==> src/rtl/lpc_irq_aggregator.sv <==
module lpc_irq_aggregator #(
  parameter int DATA_W     = 32,
  parameter int ADDR_W     = 8,
  parameter int NSER       = 17,
  parameter int NERR       = 8,
  parameter int EN_BIT     = 31,
  parameter int LRST_BIT   = 10,
  parameter int LINE_BIT   = 11,
  parameter logic [31:0] RDSIZE_RST = 32'h0200_0000
) (
  input  logic              clk,
  input  logic              rst_n,
  input  logic              reg_we,
  input  logic              reg_bank,
  input  logic [ADDR_W-1:0] reg_addr,
  input  logic [DATA_W-1:0] reg_wdata,
  output logic [DATA_W-1:0] reg_rdata,
  input  logic [NSER-1:0]   ser_irq,
  input  logic              link_rst_evt,
  input  logic [NERR-1:0]   err_evt,
  output logic              irq_o
);

  localparam logic [ADDR_W-1:0] OFS_SEG    = ADDR_W'('h24);
  localparam logic [ADDR_W-1:0] OFS_RDSZ   = ADDR_W'('h28);
  localparam logic [ADDR_W-1:0] OFS_CTRL   = ADDR_W'('h30);
  localparam logic [ADDR_W-1:0] OFS_MASK1  = ADDR_W'('h34);
  localparam logic [ADDR_W-1:0] OFS_STAT1  = ADDR_W'('h38);
  localparam logic [ADDR_W-1:0] OFS_ERRA   = ADDR_W'('h40);
  localparam logic [ADDR_W-1:0] OFS_ROUTE0 = ADDR_W'('h08);
  localparam logic [ADDR_W-1:0] OFS_ROUTE1 = ADDR_W'('h0C);
  localparam logic [ADDR_W-1:0] OFS_STAT2  = ADDR_W'('h50);
  localparam logic [ADDR_W-1:0] OFS_MASK2  = ADDR_W'('h54);
  localparam logic [ADDR_W-1:0] OFS_POL    = ADDR_W'('h58);
  localparam logic [ADDR_W-1:0] OFS_IN2    = ADDR_W'('h5C);

  logic [DATA_W-1:0] seg_q, rdsz_q, ctrl_q, mask1_q, stat1_q;
  logic [DATA_W-1:0] route0_q, route1_q, stat2_q, mask2_q, pol_q;
  logic [DATA_W-1:0] set1, in2;
  logic              line;

  wire wr0 = reg_we & ~reg_bank;
  wire wr1 = reg_we &  reg_bank;
  wire wr_stat1 = wr0 && (reg_addr == OFS_STAT1);
  wire wr_stat2 = wr1 && (reg_addr == OFS_STAT2);

  always_comb begin
    set1 = '0;
    for (int i = 0; i < NSER; i++) set1[DATA_W-1-i] = ser_irq[i];
    set1[LRST_BIT] = set1[LRST_BIT] | link_rst_evt;
    set1[NERR-1:0] = set1[NERR-1:0] | err_evt;
  end

  assign line  = ctrl_q[EN_BIT] & (|(stat1_q & mask1_q));
  assign in2   = DATA_W'(line) << LINE_BIT;
  assign irq_o = |stat2_q;

  always_ff @(posedge clk or negedge rst_n) begin
    if (!rst_n) begin
      seg_q    <= '0;
      rdsz_q   <= DATA_W'(RDSIZE_RST);
      ctrl_q   <= '0;
      mask1_q  <= '0;
      stat1_q  <= '0;
      route0_q <= '0;
      route1_q <= '0;
      stat2_q  <= '0;
      mask2_q  <= '0;
      pol_q    <= '0;
    end else begin
      if (wr0 && reg_addr == OFS_SEG)    seg_q    <= reg_wdata;
      if (wr0 && reg_addr == OFS_RDSZ)   rdsz_q   <= reg_wdata;
      if (wr0 && reg_addr == OFS_CTRL)   ctrl_q   <= reg_wdata;
      if (wr0 && reg_addr == OFS_MASK1)  mask1_q  <= reg_wdata;
      if (wr1 && reg_addr == OFS_ROUTE0) route0_q <= reg_wdata;
      if (wr1 && reg_addr == OFS_ROUTE1) route1_q <= reg_wdata;
      if (wr1 && reg_addr == OFS_MASK2)  mask2_q  <= reg_wdata;
      if (wr1 && reg_addr == OFS_POL)    pol_q    <= reg_wdata;
      stat1_q <= (stat1_q & ~(wr_stat1 ? reg_wdata : '0)) | set1;
      stat2_q <= (stat2_q & ~(wr_stat2 ? reg_wdata : '0)) | (in2 & mask2_q);
    end
  end

  always_comb begin
    reg_rdata = '1;
    if (!reg_bank) begin
      case (reg_addr)
        OFS_SEG:   reg_rdata = seg_q;
        OFS_RDSZ:  reg_rdata = rdsz_q;
        OFS_CTRL:  reg_rdata = ctrl_q;
        OFS_MASK1: reg_rdata = mask1_q;
        OFS_STAT1: reg_rdata = stat1_q;
        OFS_ERRA:  reg_rdata = '0;
        default:   reg_rdata = '1;
      endcase
    end else begin
      case (reg_addr)
        OFS_ROUTE0: reg_rdata = route0_q;
        OFS_ROUTE1: reg_rdata = route1_q;
        OFS_STAT2:  reg_rdata = stat2_q;
        OFS_MASK2:  reg_rdata = mask2_q;
        OFS_POL:    reg_rdata = pol_q;
        OFS_IN2:    reg_rdata = in2;
        default:    reg_rdata = '1;
      endcase
    end
  end

  generate
    for (genvar g = 0; g < NSER; g++) begin : g_ser_chk

      ser_set_chk: assert property (@(posedge clk) disable iff (!rst_n)
        ser_irq[g] |=> stat1_q[DATA_W-1-g]);
    end
  endgenerate


  stat1_clr_chk: assert property (@(posedge clk) disable iff (!rst_n)
    (wr_stat1 && reg_wdata[LRST_BIT] && !link_rst_evt) |=> !stat1_q[LRST_BIT]);


  irq_rise_src_chk: assert property (@(posedge clk) disable iff (!rst_n)
    $rose(irq_o) |-> $past(ctrl_q[EN_BIT] && mask2_q[LINE_BIT] && (|(stat1_q & mask1_q))));


  stat2_sticky_chk: assert property (@(posedge clk) disable iff (!rst_n)
    (stat2_q[LINE_BIT] && !(wr_stat2 && reg_wdata[LINE_BIT])) |=> stat2_q[LINE_BIT]);


  stat2_clr_chk: assert property (@(posedge clk) disable iff (!rst_n)
    (wr_stat2 && reg_wdata[LINE_BIT] && !(line && mask2_q[LINE_BIT])) |=> !stat2_q[LINE_BIT]);

endmodule

==> config.mk <==
export PLATFORM = sky130hd
export DESIGN_NAME = lpc_irq_aggregator
export DESIGN_NICKNAME = d
export VERILOG_FILES = /design/src/rtl/lpc_irq_aggregator.sv
export SDC_FILE = /design/constraint.sdc
export NUM_CORES = 1
export LEC_CHECK = 0
export ABC_AREA = 1
export BUFFER_PORTS_ARGS = -buffer_cell sky130_fd_sc_hd__buf_2
export CORE_UTILIZATION = 23
export CTS_BUF_LIST = sky130_fd_sc_hd__clkbuf_8
export DETAILED_ROUTE_END_ITERATION = 8
export PLACE_DENSITY = 0.38
export SLEW_MARGIN = 20
export SYNTH_ARGS = -nofsm -noshare
export SYNTH_HDL_FRONTEND = slang
export SYNTH_SLANG_ARGS = --single-unit
==> constraint.sdc <==
create_clock -name clk -period 4.3 [get_ports clk]
set_clock_uncertainty 0.15 [all_clocks]
set_input_delay 0.645 -clock clk [delete_from_list [all_inputs] [get_ports clk]]
set_output_delay 0.645 -clock clk [all_outputs]
set_load 0.01 [all_outputs]
=== Word level (Yosys, flattened, before mapping) ===
Cells that the tools add are included.

* Register bits after elaboration: 320
* Bits of input ports: 70
* Output and inout port bits: 33
* Logic and storage cells: 51

* Equality and inequality tests: 12
* Muxes and demuxes: 5
* Bitwise gates (word level): 12
* Reduce and logical (&&, ||, !) cells: 12

{| class="wikitable"
|+ Operator list
! cell !! count
|-
| $pmux 32 s6 || 2
|-
| $and 32x32->32 || 3
|-
| $mux 32 || 3
|-
| $not 32->32 || 2
|-
| $or 32x32->32 || 2
|-
| $reduce_or 32->1 || 2
|-
| $eq 8x6->1 const B || 5
|-
| $eq 8x7->1 const B || 5
|-
| $and 12x32->32 || 1
|-
| $eq 8x4->1 const B || 2
|-
| $logic_and 1x1->1 || 10
|-
| $and 1x1->1 || 3
|-
| $not 1->1 || 1
|}

=== Longest topological paths before layout ===
Gate-level depths: netlist of the first run.

* Depth in word-level cells: 7
* Depth in mapped cells: 12
* Depth with buffers taken out: 11

=== Worst setup path before layout of the first run ===
No wires, ideal clock.

* Path kind: in2out
* Start: in reg_addr[1]
* End: out reg_rdata[12]
* Data arrival time: 1705 ps
* Required time: 3505 ps
* Path slack: 1800 ps
* Cell stages on the path: 10
* Path buffers: 1
* Cells stage by stage: nor2_1 -> nand3_1 -> nor2_2 -> buf_2 -> nand2_1 -> nand2_1 -> nor2_1 -> nand2_1 -> nand2_1 -> inv_1

* Longest elaborated chain between the ends: 3
* Elaborated cells between the ends (all ways): 15
* Those cells by class: eq/ne (12); mux (3)

{| class="wikitable"
|+ RTL lines
! what !! RTL line !! RTL
|-
| start, declared || 15 || <nowiki>input logic [ADDR_W-1:0] reg_addr,</nowiki>
|-
| $eq 8x7->1, or another cell as far along || 87 || <nowiki>case (reg_addr)</nowiki>
|-
| $pmux 32 s6 (on tied branches) || 87, 97 ||
|-
| $mux 32 * || 86 || <nowiki>if (!reg_bank) begin</nowiki>
|-
| end, declared || 17 || <nowiki>output logic [DATA_W-1:0] reg_rdata,</nowiki>
|}

Every way passes the cells marked *; elsewhere a longest branch is shown, timed or not.

=== Worst setup path after layout of the first run ===
* Start: in reg_addr[3]
* End: out reg_rdata[14]

Same word-level chain as after synthesis.

==> results of run 1 <==
## worst paths after layout
check	startpoint	end	depth (start not counted)	slack, ns
worst min-delay path	ser_irq[15]	stat1_q[16]	3	0.05
worst max register to register	stat1_q[29]	stat2_q[11]	8	2.72
worst min register to register	route0_q[15]	route0_q[15]	2	0.33
max in group asynchronous	rst_n	mask1_q[10]	3	2.47
min in group asynchronous	rst_n	mask2_q[3]	2	0.39
worst max-delay path	reg_addr[3]	reg_rdata[14]	11	0.75
## Yosys cell counts
master and instances:
a21oi_1 62, buf_1 3, buf_2 44, buf_4 4, clkbuf_1 50, clkinv_1 1
dfrtp_1 319, dfstp_2 1, inv_1 135, inv_2 1, nand2_1 734, nand2_2 6
nand3_1 108, nand3_2 3, nand3_4 2, nand4_1 2, nand4_4 1, nor2_1 85
nor2_2 7, nor2_4 5, nor4_1 8, o21a_1 6, o21ai_0 260, o21ai_1 55
or2_2 1
## worst max-delay path, cell delays in order
cell,delay (ns)
buf_2,0.15
nor2_1,0.06
nand2_1,0.20
nor2_1,0.08
nor2_1,0.15
nand3_2,0.61
buf_4,0.45
nand3_1,0.12
nand2_1,0.09
inv_1,0.06
buf_2,0.12
## cell type report
type	instances	share of cell area [%]
clock buffers	76	5.944
well taps	846	6.015
inverters	137	2.922
clock inverters	22	0.6897
multi-input cells	1345	33.35
flip-flops and latches	320	45.51
repair buffers	151	5.560
## sequential cells by signal, summed over array words and instances, names as in the netlist
signal / cells
ctrl_q: 32
mask1_q: 32
mask2_q: 32
pol_q: 32
rdsz_q: 32
route0_q: 32
route1_q: 32
seg_q: 32
stat1_q: 32
stat2_q: 32
## per-layer routing
layer	up-vias	GRT usage [%]
li1	6278	-
met1	6268	24.83
met2	327	26.28
met3	56	2.436
met4	0	3.942
met5	-	0
## timing repair
item | in CTS | in global routing
hold endpoints to repair | 75 | 0
buffers inserted | 0 | 0
endpoints found under the setup margin | 0 | 0
hold buffers | 16 | 0
gates resized for setup | 0 | 0
## power groups by stage
| stage | clock (mW) | sequential (mW) | combinational, mW |
|---|---|---|---|
| after global placement | 0 | 3.17 | 0.353 |
| after detailed placement | 0 | 3.17 | 0.354 |
| after global routing | 3.22 | 3.12 | 0.404 |
| after CTS | 3.09 | 3.11 | 0.367 |
| final | 2.98 | 3.12 | 0.355 |
| after floorplan | 0 | 3.16 | 0.145 |
## kinds of logic (layout without fill, tap and decap cells)
group / Yosys count / after routing / synth area share (%)
flip-flops: 320 / 320 / 54.07
buffers and inverters: 238 / 386 / 6.504
AO/OA/AOI/OAI: 383 / 383 / 13.04
AND/OR/NAND/NOR: 962 / 962 / 26.38
## stage by stage
stage | total power [mW] | cell area (µm²)
after global placement | 3.519 | 16270
after detailed placement | 3.522 | 16270
after CTS | 6.570 | 17600
after floorplan | 3.303 | 14810
final | 6.454 | 17600
after global routing | 6.750 | 17600
==> qor.csv, run 1 <==
stage,metric,value,unit
route,Routed Wire Length,55150,µm
yosys,synth top area cells,"dfrtp_1, nand2_1, o21ai_0, nand3_1, inv_1",
placed_design,pre-CTS setup slack,0.7488,ns
yosys,"Net Count, Synth",1973,
die,Initial Utilization,23.40,%
clock_tree,total CTS buffers,59,
cells_and_area,Finished Core Util,27.79,%
cells_and_area,fin cells,2897,
yosys,area share of the largest cell type after synthesis,53.89,%
sta,Fin. Hold Viols,0,
grt,Total GRT Usage,16.99,%
yosys,Synth Register Bits,320,
yosys,post-synthesis cell count,1903,
critical_path,type of origin of the critical path,input pin,
power,sw frac,25.74,%
yosys,Avg Inst Size Synth,7.783,µm²
power,Clock Power Share,46.2,%
power,PwrDens,366.8,mW/mm²
cells_and_area,layout cell share with drive strength beyond 1,11.90,%
die,die height,255.8,µm
route,Iteration-0 DRC Markers,996,
route,Routed WL per cell,19.04,µm
placed_design,HPWL after DPL,34760,µm
grt,largest net degree at the start of global routing,107,
sta,Max transition margin,39.20,%
die,FP Rows,92,
yosys,Syn Std Cell Area,0.01481,mm²
placed_design,GP Congestion,0.8286,
sta,Slew @ Worst Pin,0.9120,ns
route,Vias/cell,4.463,
critical_path,crit-path max FO,19,
grt,first-pass GRT wire length,84370,µm
clock_tree,clock latency on the worst-skew pair,0.67,ns
clock_tree,H-tree depth,2,
route,vias,12929,
power,worst vdd ir,0.2248,mV
sta,total negative slack,0,ns
die,# IOs,103,
sta,endpoints failing setup,0,
sta,period utilisation layout,82.49,%
power,power share of the combinational group,5.5,%
power,Leak,8.735,nW
cells_and_area,Nets,2084,
cells_and_area,area taken by multi-input logic gates,0.005869,mm²
power,Internal,4.793,mW
power,P_sw,1.661,mW
route,uppermost routed layer,met4,
sta,fmax,0.2819,GHz
sta,final setup margin,0.7529,ns
grt,number of global-route vias before repair,12939,
cells_and_area,Area Overhead vs Synth,18.80,%
critical_path,Worst EP arrival,2.75,ns
cells_and_area,FF+latch area,0.008009,mm²
sta,WHS,0.05216,ns
yosys,Ys Warns,0,
route,met3 wire len,2366,µm
hold_path,worst hold path class,in -> reg,
clock_tree,CTS max path bufs,3,
placed_design,IO Port Bufs,102,
route,Met1 Wirelength,27770,µm
outcome,run status,finished clean,
cells_and_area,Inserted Diodes,0,
yosys,"area leader, netlist",dfrtp_1,
yosys,post-synthesis sequential area ratio,54.07,%
route,Met2 Wirelength,24160,µm
critical_path,Worst Path Required,3.50,ns
clock_tree,Root Buffer Master,clkbuf_8,
clock_tree,"CTS clk-pin slew, worst paths",0.06,ns
sta,min cycle time layout,3.547,ns
die,Die ar.,0.06542,mm²
critical_path,Crit. End Element,output port,
sta,unrepaired setup endpoints after global routing,false,
clock_tree,CTS tree,done,
route,Remaining DRCs,0,
yosys,number of distinct library cells after synthesis,25,
die,Die X,255.8,µm
critical_path,CP Class,in -> out,
sta,max-slew violations,0,
die,core area,0.06331,mm²
grt,initial antenna violation count,0,
cells_and_area,layout filler cell count,7014,
cells_and_area,most frequent cells in the layout,"nand2_1, dfrtp_1, o21ai_0",
cells_and_area,"most common cell after layout, fill and taps aside",nand2_1,
power,share of total power in sequential cells,48.3,%
grt,Congestion Overflow GR,0,
placed_design,dpl cells,2783,
clock_tree,Sink Count,320,
route,TritonRoute pass-1 iters,8,
route,ANT nets after route,0,
job,Max Cap Violations,0,
No activity file was read; power rests on OpenSTA's default activity.
==> run 2: changes to the inputs <==
--- a/config.mk
+++ b/config.mk
@@ -10,7 +10,7 @@
 export CORE_UTILIZATION = 23
 export CTS_BUF_LIST = sky130_fd_sc_hd__clkbuf_8
 export DETAILED_ROUTE_END_ITERATION = 8
-export PLACE_DENSITY = 0.38
+export PLACE_DENSITY = 0.4
 export SLEW_MARGIN = 20
 export SYNTH_ARGS = -nofsm -noshare
 export SYNTH_HDL_FRONTEND = slang
==> constraint.sdc (replaced) <==
create_clock -name clk -period 3.15 [get_ports clk]
set_clock_uncertainty 0.15 [all_clocks]
set_input_delay 0.4725 -clock clk [delete_from_list [all_inputs] [get_ports clk]]
set_output_delay 0.4725 -clock clk [all_outputs]
set_load 0.01 [all_outputs]
==> run 2 against run 1 <==
  * Non-clock buffer count increased by 28
  * Die area unchanged
  * First-iteration DRC count decreased by 11%
  * Clock power increased by 39%
  * Combinational power increased by 43%
  * Critical path depth decreased by 6
  * Sequential power increased by 36%
  * Cell area increased by 2.6%
  * Cell count increased by 1.1%
  * Register-to-register slack got worse by 1.1 ns
  * Highest routed layer is now met5
  * Wire length decreased by 0.12%
  * Via count increased by 1.5%
==> qor.csv, run 2 (same netlist as run 1, synthesis figures left out) <==
stage,metric,value,unit,change
die,die height,255.8,µm,unchanged
route,vias,13123,,"was 12,929"
sta,Max transition margin,52.32,%,was 39.20%
critical_path,Critical Path Max Stage Delay,0.40,ns,was 0.61 ns
clock_tree,Sink Count,320,,unchanged
critical_path,FF-to-FF path depth,8,,unchanged
route,TritonRoute pass-1 iters,5,,was 8
route,Routed Wire Length,55090,µm,"was 55,150 µm"
cells_and_area,most frequent cells in the layout,"nand2_1, dfrtp_1, o21ai_0",,unchanged
sta,total negative slack,0,ns,unchanged
clock_tree,total CTS buffers,57,,was 59
clock_tree,CTS max path bufs,3,,unchanged
grt,Total GRT Usage,17.00,%,was 16.99%
die,Die ar.,0.06542,mm²,unchanged
route,ANT nets after route,0,,unchanged
clock_tree,clock latency on the worst-skew pair,0.66,ns,was 0.67 ns
cells_and_area,Area Overhead vs Synth,21.88,%,was 18.80%
power,P_sw,2.255,mW,was 1.661 mW
power,PwrDens,492.3,mW/mm²,was 366.8 mW/mm²
sta,max-slew violations,0,,unchanged
outcome,run status,finished clean,,unchanged
power,share of total power in sequential cells,47.9,%,was 48.3%
sta,endpoints failing setup,0,,unchanged
clock_tree,"CTS clk-pin slew, worst paths",0.06,ns,about the same
power,Leak,8.943,nW,was 8.735 nW
route,Vias/cell,4.482,,was 4.463
grt,first-pass GRT wire length,84890,µm,"was 84,370 µm"
power,power share of the combinational group,5.7,%,was 5.5%
die,Die X,255.8,µm,unchanged
power,sw frac,25.38,%,was 25.74%
route,Remaining DRCs,0,,unchanged
grt,number of global-route vias before repair,13217,,"was 12,939"
hold_path,worst hold path class,in -> reg,,unchanged
die,# IOs,103,,unchanged
sta,period utilisation layout,93.47,%,
placed_design,dpl cell area,0.01657,mm²,was 0.01627 mm²
die,Initial Utilization,23.40,%,unchanged
placed_design,GP Congestion,0.7817,,was 0.8286
placed_design,HPWL after DPL,36080,µm,"was 34,760 µm"
critical_path,worst path bufs/invs,2,,was 4
critical_path,crit-path max FO,3,,was 19
cells_and_area,"most common cell after layout, fill and taps aside",nand2_1,,unchanged
critical_path,r2r endpoint,stat2_q[11],,unchanged
cells_and_area,Nets,2110,,"was 2,084"
clock_tree,Root Buffer Master,clkbuf_8,,unchanged
clock_tree,post-cts sizing count,0,,unchanged
power,Internal,6.632,mW,was 4.793 mW
cells_and_area,Inserted Diodes,0,,unchanged
critical_path,Worst EP arrival,2.32,ns,was 2.75 ns
placed_design,IO Port Bufs,102,,unchanged
critical_path,CP top delay family,simple AND/OR/NAND/NOR gates,,unchanged
critical_path,type of origin of the critical path,flip-flop,,was input pin
die,FP Rows,92,,unchanged
critical_path,CP Depth,5,,was 11
hold_path,hold endpoint,pol_q[15],,was stat1_q[16]
power,worst vdd ir,0.2879,mV,was 0.2248 mV
critical_path,RR Startpoint,stat1_q[29],,unchanged
cells_and_area,layout cell share with drive strength beyond 1,12.68,%,was 11.90%
grt,largest net degree at the start of global routing,79,,was 107
hold_path,hold path startpoint,reg_wdata[15],,was ser_irq[15]
critical_path,Crit. End Element,output port,,unchanged
grt,initial antenna violation count,1,,was 0
critical_path,crit path cell chain,"nor4_1, buf_4, nand4_1, or2_2, buf_2",,"was buf_2, nor2_1, nand2_1, nor2_1, nor2_1, nand3_2, buf_4, nand3_1, nand2_1, inv_1, buf_2"
power,Clock Power Share,46.4,%,was 46.2%
critical_path,Worst path slowest cell,dfrtp_1,,was nand3_2
clock_tree,CTS tree,done,,unchanged
clock_tree,H-tree depth,2,,unchanged
critical_path,Reg2Reg Setup Slack,1.64,ns,was 2.72 ns
sta,Fin. Hold Viols,0,,unchanged
hold_path,hold depth,3,,unchanged
power,total power,8.887,mW,was 6.454 mW
die,core area,0.06331,mm²,unchanged
route,Iteration-0 DRC Markers,888,,was 996
route,Routed WL per cell,18.81,µm,was 19.04 µm
sta,min cycle time layout,2.944,ns,
grt,Congestion Overflow GR,0,,unchanged
sta,Slew @ Worst Pin,0.7152,ns,was 0.9120 ns
sta,unrepaired setup endpoints after global routing,false,,unchanged
cells_and_area,Final Cell Area,0.01805,mm²,was 0.01760 mm²
critical_path,Worst Path Required,2.53,ns,was 3.50 ns
critical_path,CP Class,reg -> out,,was in -> out
sta,fmax,0.3396,GHz,
job,Max Cap Violations,0,,unchanged
[run 2: power groups by stage]
stage	logic (mW)	clock network (mW)	registers [mW]
final	0.507	4.13	4.25
after global routing	0.577	4.41	4.26
after CTS	0.525	4.26	4.25
after detailed placement	0.497	0	4.33
after global placement	0.492	0	4.32
after floorplan	0.198	0	4.31
[run 2: per-layer routing]
layer	part of all wire, %	vias to the layer above	track usage [%]
li1	-	6338	-
met1	48	6349	23.86
met2	44	338	26.26
met3	5.0	96	3.258
met4	2.5	2	5.240
met5	0.024	-	0
[run 2: area by class of cell]
type,instances,area [µm²]
fill,6900,45260
sequential,320,8009
multi-input combinational,1345,5869
timing repair buffer,179,1391
clock buffer,82,1129
tap,846,1059
inverter,137,514.2
clock inverter,19,81.33
[run 2: worst reg2reg max path, cell delays in order (launching register included)]
cell	delay, ns
dfrtp_1	0.41
nand2_1	0.11
nand2_1	0.08
nor2_1	0.13
nand2_1	0.09
nor2_1	0.12
nand2_1	0.14
nand3_1	0.10
nand2_1	0.05
[run 2: worst max path at each step]
stage               slack, ns       endpoint   startpoint
global placement         0.24  reg_rdata[17]  reg_addr[1]
detailed placement       0.24  reg_rdata[17]  reg_addr[1]
CTS                      0.08          irq_o  stat2_q[13]
finish                   0.21          irq_o   stat2_q[2]
global route             0.01          irq_o  stat2_q[13]
floorplan                0.99  reg_rdata[12]  reg_addr[1]
[run 2: stage by stage]
step | hold slack (ns) | setup WS, ns | std cells | utilization, %
after floorplan | 0.02691 | 0.9949 | 1903 | -
after global placement | 0.3161 | 0.2424 | 2800 | 26.18
after detailed placement | 0.3231 | 0.2366 | 2800 | 26.18
after CTS | 0.05201 | 0.08238 | 2928 | 28.51
after global routing | 0.1089 | 0.01137 | 2928 | 28.51
final | 0.09202 | 0.2057 | 2928 | 28.51
[run 2: repair_timing]
item / in CTS / in global routing
endpoints found under the setup margin: 0 / 0
buffers inserted: 0 / 0
hold buffers: 27 / 0
endpoints found under the hold margin: 94 / 0
==> run 3: changes to the inputs <==
==> constraint.sdc (replaced) <==
create_clock -name clk -period 2.6 [get_ports clk]
set_clock_uncertainty 0.15 [all_clocks]
set_input_delay 0.39 -clock clk [delete_from_list [all_inputs] [get_ports clk]]
set_output_delay 0.39 -clock clk [all_outputs]
set_load 0.01 [all_outputs]
==> run 3 against run 2 <==
  * The flow now finishes with violations (setup timing)
  * Combinational power grew 34%
  * Setup slack got worse by 0.35 ns
  * Sequential power rose by 21%
  * Die area unchanged
  * Sequential cell count unchanged
  * Core utilization rose by 2.0 points
  * Critical path depth unchanged
  * Sequential share of layout area down 3.0 points
  * Count of clock-buffer cells in the layout increased by 1
  * Non-clock buffer count increased by 77
  * Highest routed layer unchanged
==> qor.csv, run 3 (same netlist as run 1, synthesis figures left out) <==
stage,metric,value,unit,change
placed_design,dpl cells,2836,,"was 2,800"
grt,Congestion Overflow GR,0,,unchanged
clock_tree,clock latency on the worst-skew pair,0.67,ns,was 0.66 ns
critical_path,type of origin of the critical path,flip-flop,,unchanged
cells_and_area,most frequent cells in the layout,"nand2_1, dfrtp_1, o21ai_0",,unchanged
clock_tree,total CTS buffers,58,,was 57
critical_path,crit path cell chain,"nor4_4, buf_4, nand4_1, or2_4, buf_6",,"was nor4_1, buf_4, nand4_1, or2_2, buf_2"
die,die height,255.8,µm,unchanged
clock_tree,H-tree depth,2,,unchanged
route,Routed Wire Length,57200,µm,"was 55,090 µm"
die,FP Rows,92,,unchanged
clock_tree,CTS max path bufs,3,,unchanged
sta,final setup margin,-0.1424,ns,was 0.2057 ns
die,# IOs,103,,unchanged
route,TritonRoute pass-1 iters,5,,unchanged
placed_design,IO Port Bufs,102,,unchanged
sta,endpoints failing setup,1,,was 0
job,Max Cap Violations,0,,unchanged
critical_path,Worst path slowest cell,dfrtp_1,,unchanged
route,Vias/cell,4.455,,was 4.482
critical_path,Crit. End Element,output port,,unchanged
grt,initial antenna violation count,1,,unchanged
critical_path,Critical Path Max Stage Delay,0.41,ns,was 0.40 ns
sta,Fin. Hold Viols,0,,unchanged
grt,largest net degree at the start of global routing,60,,was 79
critical_path,Reg2Reg Setup Slack,1.16,ns,was 1.64 ns
cells_and_area,Inserted Diodes,0,,unchanged
die,Initial Utilization,23.40,%,unchanged
placed_design,GP Congestion,0.8025,,was 0.7817
clock_tree,Sink Count,320,,unchanged
die,Die X,255.8,µm,unchanged
route,Remaining DRCs,0,,unchanged
critical_path,worst path bufs/invs,2,,unchanged
cells_and_area,Final Cell Area,0.01934,mm²,was 0.01805 mm²
grt,first-pass GRT wire length,85590,µm,"was 84,890 µm"
power,PwrDens,578.4,mW/mm²,was 492.3 mW/mm²
critical_path,CP top delay family,simple AND/OR/NAND/NOR gates,,unchanged
cells_and_area,Area Overhead vs Synth,30.60,%,was 21.88%
sta,Max transition margin,63.40,%,was 52.32%
sta,Slew @ Worst Pin,0.5490,ns,was 0.7152 ns
clock_tree,Root Buffer Master,clkbuf_8,,unchanged
route,ANT nets after route,0,,unchanged
route,vias,13406,,"was 13,123"
sta,fmax,0.3646,GHz,
outcome,run status,"complete, but fails checks",,was finished clean
critical_path,crit-path max FO,3,,unchanged
placed_design,HPWL after DPL,37390,µm,"was 36,080 µm"
power,Leak,9.519,nW,was 8.943 nW
power,worst vdd ir,0.3456,mV,was 0.2879 mV
hold_path,worst hold path class,in -> reg,,unchanged
placed_design,pre-CTS setup slack,-0.01661,ns,was 0.2366 ns
cells_and_area,"most common cell after layout, fill and taps aside",nand2_1,,unchanged
critical_path,Worst EP arrival,2.20,ns,was 2.32 ns
grt,Total GRT Usage,17.11,%,was 17.00%
sta,min cycle time layout,2.742,ns,
cells_and_area,layout cell share with drive strength beyond 1,17.57,%,was 12.68%
route,Iteration-0 DRC Markers,1098,,was 888
clock_tree,CTS tree,done,,unchanged
route,Routed WL per cell,19.01,µm,was 18.81 µm
critical_path,Worst Path Required,2.06,ns,was 2.53 ns
placed_design,dpl cell area,0.01706,mm²,was 0.01657 mm²
die,core area,0.06331,mm²,unchanged
sta,period utilisation layout,105.5,%,
cells_and_area,Nets,2188,,"was 2,110"
cells_and_area,fin cells,3009,,"was 2,928"
die,Die ar.,0.06542,mm²,unchanged
outcome,failing checks,setup timing,,
clock_tree,"CTS clk-pin slew, worst paths",0.06,ns,about the same
sta,WHS,0.03983,ns,was 0.09202 ns
sta,max-slew violations,0,,unchanged
grt,number of global-route vias before repair,13453,,"was 13,217"
critical_path,CP Class,reg -> out,,unchanged
sta,unrepaired setup endpoints after global routing,true,,was false
==> run 3: cell types whose count changed in the layout (fill, tap and decap cells not counted), moves of 5 or more <==
cell,previous run,this run
nor2_1,85,74
nand2_1,734,708
nor2_2,1,10
buf_4,32,67
clkbuf_16,0,6
buf_6,0,5
nand2_2,6,32
dlygate4sd3_1,27,39
buf_12,18,39
==> run 3: final timing paths <==
path                            depth (start not counted)          from      endpoint
max in group asynchronous                               3         rst_n    rdsz_q[25]
min in group asynchronous                               2         rst_n  route0_q[25]
worst max register to register                          8    mask1_q[0]   stat2_q[11]
worst max-delay path                                    5   stat2_q[31]         irq_o
worst min-delay path                                    3  reg_wdata[7]      pol_q[7]
worst min register to register                          2  route1_q[27]  route1_q[27]
==> run 3: timing repair <==
action / 4_1_cts / 5_1_grt
gates resized for setup: 24 / 39
pin swaps: 11 / 11
setup endpoints to repair: 6 / 33
cloned: 0 / 6
hold buffers: 39 / 0
hold endpoints to repair: 221 / 0
setup buffers: 3 / 20
==> run 3: worst register-to-register path, stage by stage, from the launching register on <==
cell     delay (ns)
dfrtp_1        0.39
nand2_1        0.08
nand2_1        0.10
nor2_2         0.17
nand2_1        0.08
nor2_2         0.13
nand2_2        0.10
nand3_1        0.08
nand2_1        0.05
==> run 3: through the flow <==
step | total power [mW] | util (%) | setup TNS [ns]
2_1_floorplan | 5.463 | - | 0
3_3_place_gp | 5.859 | 26.94 | 0
3_5_place_dp | 5.863 | 26.94 | -0.03314
4_1_cts | 11.36 | 29.81 | -0.2311
5_1_grt | 11.68 | 30.55 | -0.2659
6_report | 11.19 | 30.55 | -0.1424
==> run 3: power breakdown <==
group	total [mW]	internal (mW)	switching, mW
clock network	5.36	3.10	2.25
registers	5.16	5.09	0.0645
logic	0.677	0.224	0.453
total	11.2	8.42	2.77
==> run 3: area by class of cell <==
cell class              instances  area (µm²)
clock inverters                22       176.4
inverters                     137       514.2
well taps                     846        1059
repair buffers                256        2401
multi-input cells            1345        6042
clock buffers                  83        1142
flip-flops and latches        320        8009
fillers                      6849       43970
==> run 3: layer usage <==
metal  routed length, µm  GRT usage, %
met1               27730         24.35
met2               26030         27.11
met3                2529         2.565
met4                 899         4.142
met5                  13             0
